--- config.mk ---
export PLATFORM = sky130hd
export DESIGN_NAME = spad_dchain_dma
export DESIGN_NICKNAME = d
export VERILOG_FILES = /design/src/rtl/spad_dchain_pkg.sv /design/src/rtl/spad_desc_unpack.sv /design/src/rtl/spad_stall_reg.sv /design/src/rtl/spad_copy_engine.sv /design/src/rtl/spad_dchain_dma.sv
export SDC_FILE = /design/constraint.sdc
export NUM_CORES = 1
export LEC_CHECK = 0
export CAP_MARGIN = 10
export CORE_AREA = 2 2 156 158
export CTS_CLUSTER_DIAMETER = 30
export CTS_CLUSTER_SIZE = 40
export DETAILED_ROUTE_END_ITERATION = 12
export DIE_AREA = 0 0 158 160
export PLACE_DENSITY = 0.78
export SKIP_CTS_REPAIR_TIMING = 1
export SLEW_MARGIN = 5
export SYNTH_ARGS = -nofsm -noshare
export SYNTH_HDL_FRONTEND = slang
export SYNTH_SLANG_ARGS = --single-unit
--- constraint.sdc ---
create_clock -name clk -period 5.4 [get_ports clk]
set_clock_uncertainty 0.1 [all_clocks]
set_input_delay 1.35 -clock clk [delete_from_list [all_inputs] [get_ports clk]]
set_output_delay 1.35 -clock clk [all_outputs]
set_load 0.01 [all_outputs]
--- src/rtl/spad_dchain_pkg.sv ---
package spad_dchain_pkg;

    localparam int QW_W        = 128;
    localparam int MEM_AW      = 32;
    localparam int CNT_W       = 16;
    localparam int KIND_W      = 3;
    localparam int STALL_SEL_W = 2;

    localparam logic [KIND_W-1:0]      KIND_STALL_CNT = 3'd0;
    localparam logic [KIND_W-1:0]      KIND_LAST      = 3'd7;
    localparam logic [STALL_SEL_W-1:0] STALL_SEL_SELF = 2'd2;

    typedef enum logic [1:0] {
        CTL_IDLE,
        CTL_DESC_RD,
        CTL_DESC_USE,
        CTL_COPY
    } ctl_state_e;

    typedef struct packed {
        logic [MEM_AW-1:0] dst;
        logic              irq;
        logic [KIND_W-1:0] kind;
        logic [11:0]       rsv;
        logic [CNT_W-1:0]  cnt;
    } desc_t;

    function automatic logic [MEM_AW-1:0] qw_span(input logic [CNT_W-1:0] cnt);
        return MEM_AW'({cnt, 4'b0000});
    endfunction

endpackage

--- src/rtl/spad_desc_unpack.sv ---
module spad_desc_unpack
    import spad_dchain_pkg::*;
(
    input  logic [63:0] raw_i,
    input  logic        irq_en_i,
    output desc_t       desc_o,
    output logic        ends_chain_o
);
    logic unused_rsv;

    always_comb begin
        desc_o       = desc_t'(raw_i);
        ends_chain_o = (desc_o.kind == KIND_LAST) || (irq_en_i && desc_o.irq);
    end

    assign unused_rsv = ^desc_o.rsv;
endmodule

--- src/rtl/spad_stall_reg.sv ---
module spad_stall_reg
    import spad_dchain_pkg::*;
(
    input  logic                   clk,
    input  logic                   rst,
    input  logic                   load_i,
    input  logic [STALL_SEL_W-1:0] sel_i,
    input  logic [KIND_W-1:0]      kind_i,
    input  logic [CNT_W-1:0]       cnt_i,
    input  logic [MEM_AW-1:0]      dst_i,
    output logic [MEM_AW-1:0]      stall_o
);
    logic take;

    assign take = load_i && (kind_i == KIND_STALL_CNT) && (sel_i == STALL_SEL_SELF);

    always_ff @(posedge clk) begin
        if (rst)
            stall_o <= '0;
        else if (take)
            stall_o <= dst_i + qw_span(cnt_i);
    end
endmodule

--- src/rtl/spad_copy_engine.sv ---
module spad_copy_engine #(
    parameter int SPAD_AW = 14,
    parameter int MEM_AW  = 32,
    parameter int CNT_W   = 16,
    parameter int DATA_W  = 128
) (
    input  logic               clk,
    input  logic               rst,
    input  logic               start_i,
    input  logic [CNT_W-1:0]   cnt_i,
    input  logic [SPAD_AW-1:0] src_i,
    input  logic [MEM_AW-1:0]  dst_i,
    output logic               rd_en_o,
    output logic [SPAD_AW-1:0] rd_addr_o,
    input  logic [DATA_W-1:0]  rd_data_i,
    output logic               wr_en_o,
    output logic [MEM_AW-1:0]  wr_addr_o,
    output logic [DATA_W-1:0]  wr_data_o,
    output logic [SPAD_AW-1:0] src_next_o,
    output logic               done_o
);
    localparam int STEP = DATA_W / 8;

    logic               active_q;
    logic [CNT_W-1:0]   rem_q;
    logic [SPAD_AW-1:0] src_q;
    logic [MEM_AW-1:0]  dst_q;
    logic               pend_q;
    logic [MEM_AW-1:0]  waddr_q;

    assign rd_en_o    = active_q && (rem_q != '0);
    assign rd_addr_o  = src_q;
    assign done_o     = active_q && (rem_q == '0) && !pend_q;
    assign wr_en_o    = pend_q;
    assign wr_addr_o  = waddr_q;
    assign wr_data_o  = rd_data_i;
    assign src_next_o = src_q;

    always_ff @(posedge clk) begin
        if (rst) begin
            active_q <= 1'b0;
            rem_q    <= '0;
            src_q    <= '0;
            dst_q    <= '0;
            pend_q   <= 1'b0;
            waddr_q  <= '0;
        end else begin
            pend_q  <= rd_en_o;
            waddr_q <= dst_q;
            if (start_i) begin
                active_q <= 1'b1;
                rem_q    <= cnt_i;
                src_q    <= src_i;
                dst_q    <= dst_i;
            end else begin
                if (rd_en_o) begin
                    rem_q <= rem_q - CNT_W'(1);
                    src_q <= src_q + SPAD_AW'(STEP);
                    dst_q <= dst_q + MEM_AW'(STEP);
                end
                if (done_o)
                    active_q <= 1'b0;
            end
        end
    end
endmodule

--- src/rtl/spad_dchain_dma.sv ---
module spad_dchain_dma
    import spad_dchain_pkg::*;
#(
    parameter int SPAD_AW = 14
) (
    input  logic                   clk,
    input  logic                   rst,
    input  logic                   go_i,
    input  logic                   chain_mode_i,
    input  logic                   tag_irq_en_i,
    input  logic [STALL_SEL_W-1:0] stall_src_i,
    input  logic [CNT_W-1:0]       blk_qwc_i,
    input  logic [MEM_AW-1:0]      blk_dst_i,
    input  logic [SPAD_AW-1:0]     spad_start_i,
    output logic                   spad_rd_en_o,
    output logic [SPAD_AW-1:0]     spad_rd_addr_o,
    input  logic [QW_W-1:0]        spad_rd_data_i,
    output logic                   mem_wr_en_o,
    output logic [MEM_AW-1:0]      mem_wr_addr_o,
    output logic [QW_W-1:0]        mem_wr_data_o,
    output logic                   busy_o,
    output logic                   done_irq_o,
    output logic [MEM_AW-1:0]      stall_addr_o
);
    localparam int QW_BYTES = QW_W / 8;
    localparam int LSB_W    = $clog2(QW_BYTES);

    ctl_state_e         state_q;
    logic [SPAD_AW-1:0] sadr_q;
    logic               busy_q;
    logic               irq_q;
    logic               stop_after_q;

    desc_t              desc;
    logic               desc_ends;
    logic [SPAD_AW-1:0] start_al;

    logic               eng_start;
    logic [CNT_W-1:0]   eng_cnt;
    logic [SPAD_AW-1:0] eng_src;
    logic [MEM_AW-1:0]  eng_dst;
    logic               eng_rd_en;
    logic [SPAD_AW-1:0] eng_rd_addr;
    logic [SPAD_AW-1:0] eng_src_next;
    logic               eng_done;
    logic               desc_rd;

    assign start_al = {spad_start_i[SPAD_AW-1:LSB_W], LSB_W'(0)};

    spad_desc_unpack u_unpack (
        .raw_i        (spad_rd_data_i[63:0]),
        .irq_en_i     (tag_irq_en_i),
        .desc_o       (desc),
        .ends_chain_o (desc_ends)
    );

    always_comb begin
        eng_start = 1'b0;
        eng_cnt   = blk_qwc_i;
        eng_src   = start_al;
        eng_dst   = blk_dst_i;
        case (state_q)
            CTL_IDLE:     eng_start = go_i && !chain_mode_i;
            CTL_DESC_USE: begin
                eng_start = 1'b1;
                eng_cnt   = desc.cnt;
                eng_src   = sadr_q + SPAD_AW'(QW_BYTES);
                eng_dst   = desc.dst;
            end
            default: ;
        endcase
    end

    spad_copy_engine #(
        .SPAD_AW (SPAD_AW),
        .MEM_AW  (MEM_AW),
        .CNT_W   (CNT_W),
        .DATA_W  (QW_W)
    ) u_copy (
        .clk        (clk),
        .rst        (rst),
        .start_i    (eng_start),
        .cnt_i      (eng_cnt),
        .src_i      (eng_src),
        .dst_i      (eng_dst),
        .rd_en_o    (eng_rd_en),
        .rd_addr_o  (eng_rd_addr),
        .rd_data_i  (spad_rd_data_i),
        .wr_en_o    (mem_wr_en_o),
        .wr_addr_o  (mem_wr_addr_o),
        .wr_data_o  (mem_wr_data_o),
        .src_next_o (eng_src_next),
        .done_o     (eng_done)
    );

    spad_stall_reg u_stall (
        .clk     (clk),
        .rst     (rst),
        .load_i  (state_q == CTL_DESC_USE),
        .sel_i   (stall_src_i),
        .kind_i  (desc.kind),
        .cnt_i   (desc.cnt),
        .dst_i   (desc.dst),
        .stall_o (stall_addr_o)
    );

    assign desc_rd        = (state_q == CTL_DESC_RD);
    assign spad_rd_en_o   = desc_rd || eng_rd_en;
    assign spad_rd_addr_o = desc_rd ? sadr_q : eng_rd_addr;
    assign busy_o         = busy_q;
    assign done_irq_o     = irq_q;

    always_ff @(posedge clk) begin
        if (rst) begin
            state_q      <= CTL_IDLE;
            sadr_q       <= '0;
            busy_q       <= 1'b0;
            irq_q        <= 1'b0;
            stop_after_q <= 1'b0;
        end else begin
            irq_q <= 1'b0;
            case (state_q)
                CTL_IDLE: begin
                    if (go_i) begin
                        busy_q <= 1'b1;
                        sadr_q <= start_al;
                        if (chain_mode_i) begin
                            state_q <= CTL_DESC_RD;
                        end else begin
                            stop_after_q <= 1'b1;
                            state_q      <= CTL_COPY;
                        end
                    end
                end
                CTL_DESC_RD: state_q <= CTL_DESC_USE;
                CTL_DESC_USE: begin
                    stop_after_q <= desc_ends;
                    state_q      <= CTL_COPY;
                end
                CTL_COPY: begin
                    if (eng_done) begin
                        sadr_q <= eng_src_next;
                        if (stop_after_q) begin
                            busy_q  <= 1'b0;
                            irq_q   <= 1'b1;
                            state_q <= CTL_IDLE;
                        end else begin
                            state_q <= CTL_DESC_RD;
                        end
                    end
                end
                default: state_q <= CTL_IDLE;
            endcase
        end
    end
endmodule

==> results of run 1 <==
[power by group through the flow]
stage,sequential (uW),combinational [uW],clock (uW)
final,1620,2290,1230
after global routing,1660,2520,1290
after detailed placement,1630,2270,0
after CTS,1610,2280,1240
after floorplan,1580,1640,0
after global placement,1620,2230,0
[placed cells by master, fill, tap and decap left out, types with 7 or more instances in the layout]
cell type,count
or3_1,11
o21ai_0,47
clkdlybuf4s50_1,249
a31oi_1,7
nand2_1,104
nor4_1,7
nor3_1,37
a211oi_1,30
dfxtp_1,147
nand4_1,17
a221oi_1,16
a21o_1,10
nor2b_1,32
a21oi_1,102
nand2b_1,7
inv_1,21
nand3_1,40
buf_4,14
clkbuf_16,17
mux2_2,13
xnor2_1,31
o211ai_1,11
xor2_1,16
ha_1,24
a211oi_2,10
mux2i_1,13
nor2_1,122
and3_1,32
[synth_stat cells (17+ instances only)]
cell      count
dfxtp_1     147
buf_4       129
nor2_1      124
nand2_1     104
a21oi_1     102
clkbuf_1     64
o21ai_0      47
nand3_1      40
nor3_1       37
and3_1       32
nor2b_1      32
xnor2_1      31
a211oi_1     30
ha_1         25
inv_1        21
nand4_1      17
[final cells by class]
class                           instances  area, sq um
Multi-Input combinational cell        825         5060
Fill cell                            2353        12100
Sequential cell                       147         2940
Clock inverter                         14          170
Clock buffer                           18          429
Timing Repair Buffer                  263         2600
Antenna cell                            2         5.00
Inverter                               22         82.6
Tap cell                              324          405
[cell families (layout without fill, tap and decap cells)]
group	count (synthesis)	after routing	share of synthesized area (%)
other	0	2	0
muxes	26	26	2.97
buffers and inverters	224	317	14.3
DFF	147	147	31.6
and+or+nand+nor	436	436	22.6
AOI/OAI and AO/OA	290	290	20.6
xor gates and xnor gates	47	47	4.42
adders and majority gates	26	26	3.57
[state kept, by name, summed over array words and instances, names as in the netlist, 2 cells and up]
register	flops
u_copy.dst_q	32
u_copy.wr_addr_o	32
u_stall.stall_o	32
u_copy.rem_q	16
sadr_q	14
u_copy.rd_addr_o	14
state_q	2
[path summary, 6_finish.rpt]
check	startpoint	slack, ns	end	cells after the start
setup / recovery	spad_rd_data_i[55]	1.14	mem_wr_data_o[55]	2
hold / removal	u_stall.stall_o[10]	0.35	u_stall.stall_o[10]	2
setup reg to reg	u_copy.rem_q[7]	1.94	u_copy.dst_q[31]	8
hold reg to reg	u_stall.stall_o[10]	0.35	u_stall.stall_o[10]	2
[routing by layer]
metal	GRT usage (%)	up-vias	part of all wire, %
li1	-	4268	-
met1	31.8	4222	43
met3	4.91	83	7.3
met5	0	-	0
met4	9.58	0	3.5
met2	37.4	415	46
[through the flow]
step / hold slack [ns] / cells / cell area, sq um / power (uW)
6_report: 0.354 / 1615 / 11700 / 5140
3_3_place_gp: 0.342 / 1581 / 11100 / 3850
2_1_floorplan: 0.328 / 1196 / 9320 / 3220
4_1_cts: 0.355 / 1613 / 11700 / 5130
3_5_place_dp: 0.345 / 1581 / 11100 / 3900
5_1_grt: 0.363 / 1615 / 11700 / 5470
==> flow_metrics.py, run 1 <==
metrics = {
    "worst_setup_path": {
        "worstPathMaxFanout": 9,
        "crit_chain": "clkdlybuf4s50_1 > clkdlybuf4s50_1",
        "crit_path_max_incr_delay_ns": 0.81,
        "crit_buf_inv": 2,
        "critPathMostFrequentCell": "clkdlybuf4s50_1",
        "cp_top_family": "buffers and inverters",
        "startpoint_type": "primary input",
        "slowest_stage": "clkdlybuf4s50_1",
        "required_ns": 3.95,
        "worst-setup-path-type": "in2out",
        "endpoint_kind": "output port",
        "critPathArrivalTime_ns": 2.81,
    },
    "yosys": {
        "ys_seq_area_share_pct": 31.6,
        "async_flop_share_pct": 0,
        "syn_inst": 1196,
        "synth_edf_count": 0,
        "synth_flop_cell": "dfxtp_1",
        "ys_types": 68,
        "ys_ff_latch": 147,
        "synth_area_leader_cell": "dfxtp_1",
        "yosysWarnings": 0,
        "syn_nets": 1419,
        "syn_area_sq_um": 9320,
        "synth.top_cell.area_share_pct": 31.6,
        "synthTopCellsByArea": "dfxtp_1 32%, buf_4 10%, a21oi_1 5.5%, nor2_1 5.0%, nand2_1 4.2%",
        "synth.avg_cell_area_sq_um": 7.79,
    },
    "pwr": {
        "p_sw_uw": 2100,
        "p_int_uw": 3040,
        "ir_worst_vdd_mv": 0.204,
        "swShare_pct": 40.9,
        "power_frac_comb_pct": 44.7,
        "p_per_area_nw_per_um2": 440,
        "leakage_uw": 0.00422,
        "p_clk_share_pct": 23.8,
        "pwr-share-seq_pct": 31.5,
    },
    "timing": {
        "slew_headroom_pct": 33.2,
        "tightest_slew_ns": 1.00,
        "post-route-min-period_ns": 4.26,
        "setup_viol": 0,
        "slew_violations": 0,
        "clock.fmax_mhz": 235,
        "rsz0062_at_grt": "no",
        "finalCritPeriodShare_pct": 79.0,
        "finalSetupTns_ns": 0,
        "setup_ws_ns": 1.14,
        "hold_viol": 0,
    },
    "floorplanning": {
        "ios": 407,
        "row_count": 57,
        "coreArea_sq_um": 23800,
        "die_w_microns": 158,
        "start_util_pct": 39.1,
        "die-area_sq_um": 25300,
        "die_y_microns": 160,
    },
    "cts": {
        "cts.sinks": 147,
        "worstSkewPairLatency_ns": 0.43,
        "cts_tree": "done",
        "path_clk_slew_ns": 0.07,
        "clk_path_buf_depth": 2,
        "cts_root_buffer": "clkbuf_16",
        "htreeDepth": 4,
        "cts_made_buffers": 17,
    },
    "grt": {
        "antenna_found_initial": 2,
        "gr-usage-all-layers_pct": 23.8,
        "grt_overflow_total": 0,
        "grt_max_degree": 86,
        "grt_pass1_vias": 8317,
        "grt_pass1_wl_mm": 46.4,
    },
    "placement": {
        "dp.final_hpwl_mm": 22.4,
        "globalplace.congestion": 0.930,
        "dp_slack_ns": 1.04,
        "port_buffers": 250,
    },
    "detailed_routing": {
        "drcViolationCount": 0,
        "vias": 8988,
        "detailedRoute.firstIterationViolations": 775,
        "routed_via_density": 5.57,
        "routed_wl_mm": 30.9,
        "first_pass_iters": 7,
        "wire_per_inst_microns": 19.1,
        "ant_nets": 0,
    },
    "min_path": {
        "hold_class": "reg2reg",
    },
    "run_status": {
        "outcome": "finished clean",
    },
    "finish": {
        "nNetsFinal": 1499,
        "drive_gt1_share_pct": 6.28,
        "final_core_utilization_pct": 49.1,
        "area_growth_pct": 25.4,
    },
    "flow_run": {
        "cap_violations": 0,
    },
}
No activity file was read; power rests on OpenSTA's default activity.
==> run 2, diff against run 1 <==
clock period = 4.25 ns   (was 5.4 ns; I/O delays follow)
==> run 2 against run 1 <==
  * Setup slack got worse by 0.85 ns
  * Die area is the same
  * First-iteration DRC count increased by 8.5%
  * Hold slack is essentially flat
  * Largest cell class unchanged
  * Largest power group unchanged
==> flow_metrics.py, run 2 (synthesis gave the netlist of run 1 again) <==
metrics = {
    "finish": {
        "area_growth_pct": 26.5,
        "drive_gt1_share_pct": 7.43,
        "final_cell_mix": "249 x clkdlybuf4s50_1, 147 x dfxtp_1, 122 x nor2_1",
        "layout_commonest_cell": "clkdlybuf4s50_1",
        "fillCellCount": 2303,
        "nNetsFinal": 1516,
    },
    "detailed_routing": {
        "first_pass_iters": 5,
        "routed_wl_mm": 31.2,
        "drcViolationCount": 0,
        "routed_via_density": 5.57,
        "detailedRoute.firstIterationViolations": 841,
        "ant_nets": 0,
        "wire_per_inst_microns": 19.1,
        "vias": 9078,
    },
    "cts": {
        "htreeDepth": 4,
        "cts_made_buffers": 17,
        "worstSkewPairLatency_ns": 0.43,
        "cts_tree": "done",
        "path_clk_slew_ns": 0.07,
        "cts.sinks": 147,
        "cts_root_buffer": "clkbuf_16",
        "clk_path_buf_depth": 2,
    },
    "placement": {
        "dp.final_hpwl_mm": 23.3,
        "port_buffers": 250,
        "dp_slack_ns": 0.269,
        "globalplace.congestion": 0.915,
    },
    "worst_setup_path": {
        "r2r_cells": 8,
        "r2r_setup_slack_ns": 0.81,
        "worst-setup-path-type": "reg2out",
        "timing.rr.end": "u_copy.dst_q[31]",
        "slowest_stage": "or4_4",
        "endpoint_kind": "output port",
        "crit_chain": "or4_4 > or3_1 > o21ai_1 > nand2b_1 > clkdlybuf4s50_1",
        "r2r-start": "u_copy.rem_q[7]",
        "worstPathMaxFanout": 6,
        "required_ns": 3.09,
        "critPathArrivalTime_ns": 2.80,
        "startpoint_type": "flop",
        "crit_path_max_incr_delay_ns": 0.60,
    },
    "floorplanning": {
        "ios": 407,
        "die-area_sq_um": 25300,
        "start_util_pct": 39.1,
        "coreArea_sq_um": 23800,
        "row_count": 57,
        "die_y_microns": 160,
        "die_w_microns": 158,
    },
    "timing": {
        "finalCritPeriodShare_pct": 93.2,
        "clock.fmax_mhz": 252,
        "post-route-min-period_ns": 3.96,
        "setup_ws_ns": 0.289,
        "rsz0062_at_grt": "no",
        "finalSetupTns_ns": 0,
        "slew_headroom_pct": 40.3,
        "slew_violations": 0,
        "hold_viol": 0,
        "tightest_slew_ns": 0.896,
        "hold_ws_ns": 0.354,
        "setup_viol": 0,
    },
    "grt": {
        "grt_pass1_wl_mm": 46.9,
        "grt_pass1_vias": 8293,
        "gr-usage-all-layers_pct": 24.0,
        "grt_max_degree": 56,
        "antenna_found_initial": 2,
        "grt_overflow_total": 0,
    },
    "pwr": {
        "p_per_area_nw_per_um2": 547,
        "ir_worst_vdd_mv": 0.285,
        "leakage_uw": 0.00429,
        "p_total_uw": 6450,
    },
    "min_path": {
        "hold_class": "reg2reg",
        "hold_end": "u_stall.stall_o[16]",
        "worstHoldStart": "u_stall.stall_o[16]",
        "holdPathStages": 2,
    },
    "run_status": {
        "outcome": "finished clean",
    },
    "flow_run": {
        "cap_violations": 0,
    },
}
==> run 2: cell types whose count changed in the layout (fill, tap and decap cells not counted) <==
cell,previous run,this run
buf_4,14,29
inv_6,6,1
clkinv_2,0,4
buf_12,0,2
bufinv_16,2,1
clkbuf_8,0,1
clkinv_4,0,1
clkinv_8,1,0
==> run 2: worst max-delay path, delay by kind of cell (launching register included) <==
kind	cells	cell delay, ns
DFF	1	0.37
AOI/OAI and AO/OA	1	0.35
and+or+nand+nor	3	1.15
buffers and inverters	1	0.50
==> run 2: layout make-up <==
| class | instances | area (sq um) | share of cell area (%) |
|---|---|---|---|
| diodes | 2 | 5.00 | 0.0424 |
| clock buffers | 19 | 443 | 3.75 |
| clock inverters | 12 | 109 | 0.923 |
| inverters | 22 | 82.6 | 0.700 |
| multi-input cells | 825 | 5060 | 42.9 |
| flip-flops and latches | 147 | 2940 | 24.9 |
| well taps | 324 | 405 | 3.44 |
| repair buffers | 280 | 2750 | 23.3 |
==> run 2: where the power goes <==
group / total [uW] / internal [uW] / switching [uW]
clock network: 1440 / 819 / 624
logic: 2950 / 1290 / 1660
registers: 2060 / 1710 / 349
total: 6450 / 3820 / 2640
==> run 2: per-layer routing <==
| layer | vias to the layer above | routed length, microns | GRT usage (%) |
|---|---|---|---|
| met1 | 4253 | 13100 | 31.3 |
| met5 | - | 0 | 0 |
| met3 | 85 | 2350 | 4.80 |
| met2 | 431 | 14800 | 39.0 |
| met4 | 0 | 994 | 9.62 |
| li1 | 4309 | - | - |
==> run 2: per-stage QoR <==
stage	utilization [%]	cells	area (sq um)
6_report	49.5	1631	11800
5_1_grt	49.5	1631	11800
4_1_cts	49.5	1629	11800
3_5_place_dp	47.2	1598	11200
3_3_place_gp	47.2	1598	11200
2_1_floorplan	-	1196	9320
==> run 2: worst max path at each step <==
stage / start / endpoint / slack, ns / cells past startpoint
6_report: u_copy.rem_q[7] / spad_rd_en_o / 0.29 / 5
5_1_grt: u_copy.rem_q[7] / spad_rd_en_o / 0.21 / 5
4_1_cts: u_copy.rem_q[7] / spad_rd_en_o / 0.26 / 5
3_5_place_dp: spad_rd_data_i[45] / u_stall.stall_o[31] / 0.27 / 10
3_3_place_gp: spad_rd_data_i[45] / u_stall.stall_o[31] / 0.27 / 10
2_1_floorplan: u_copy.rem_q[7] / spad_rd_en_o / 0.90 / 6
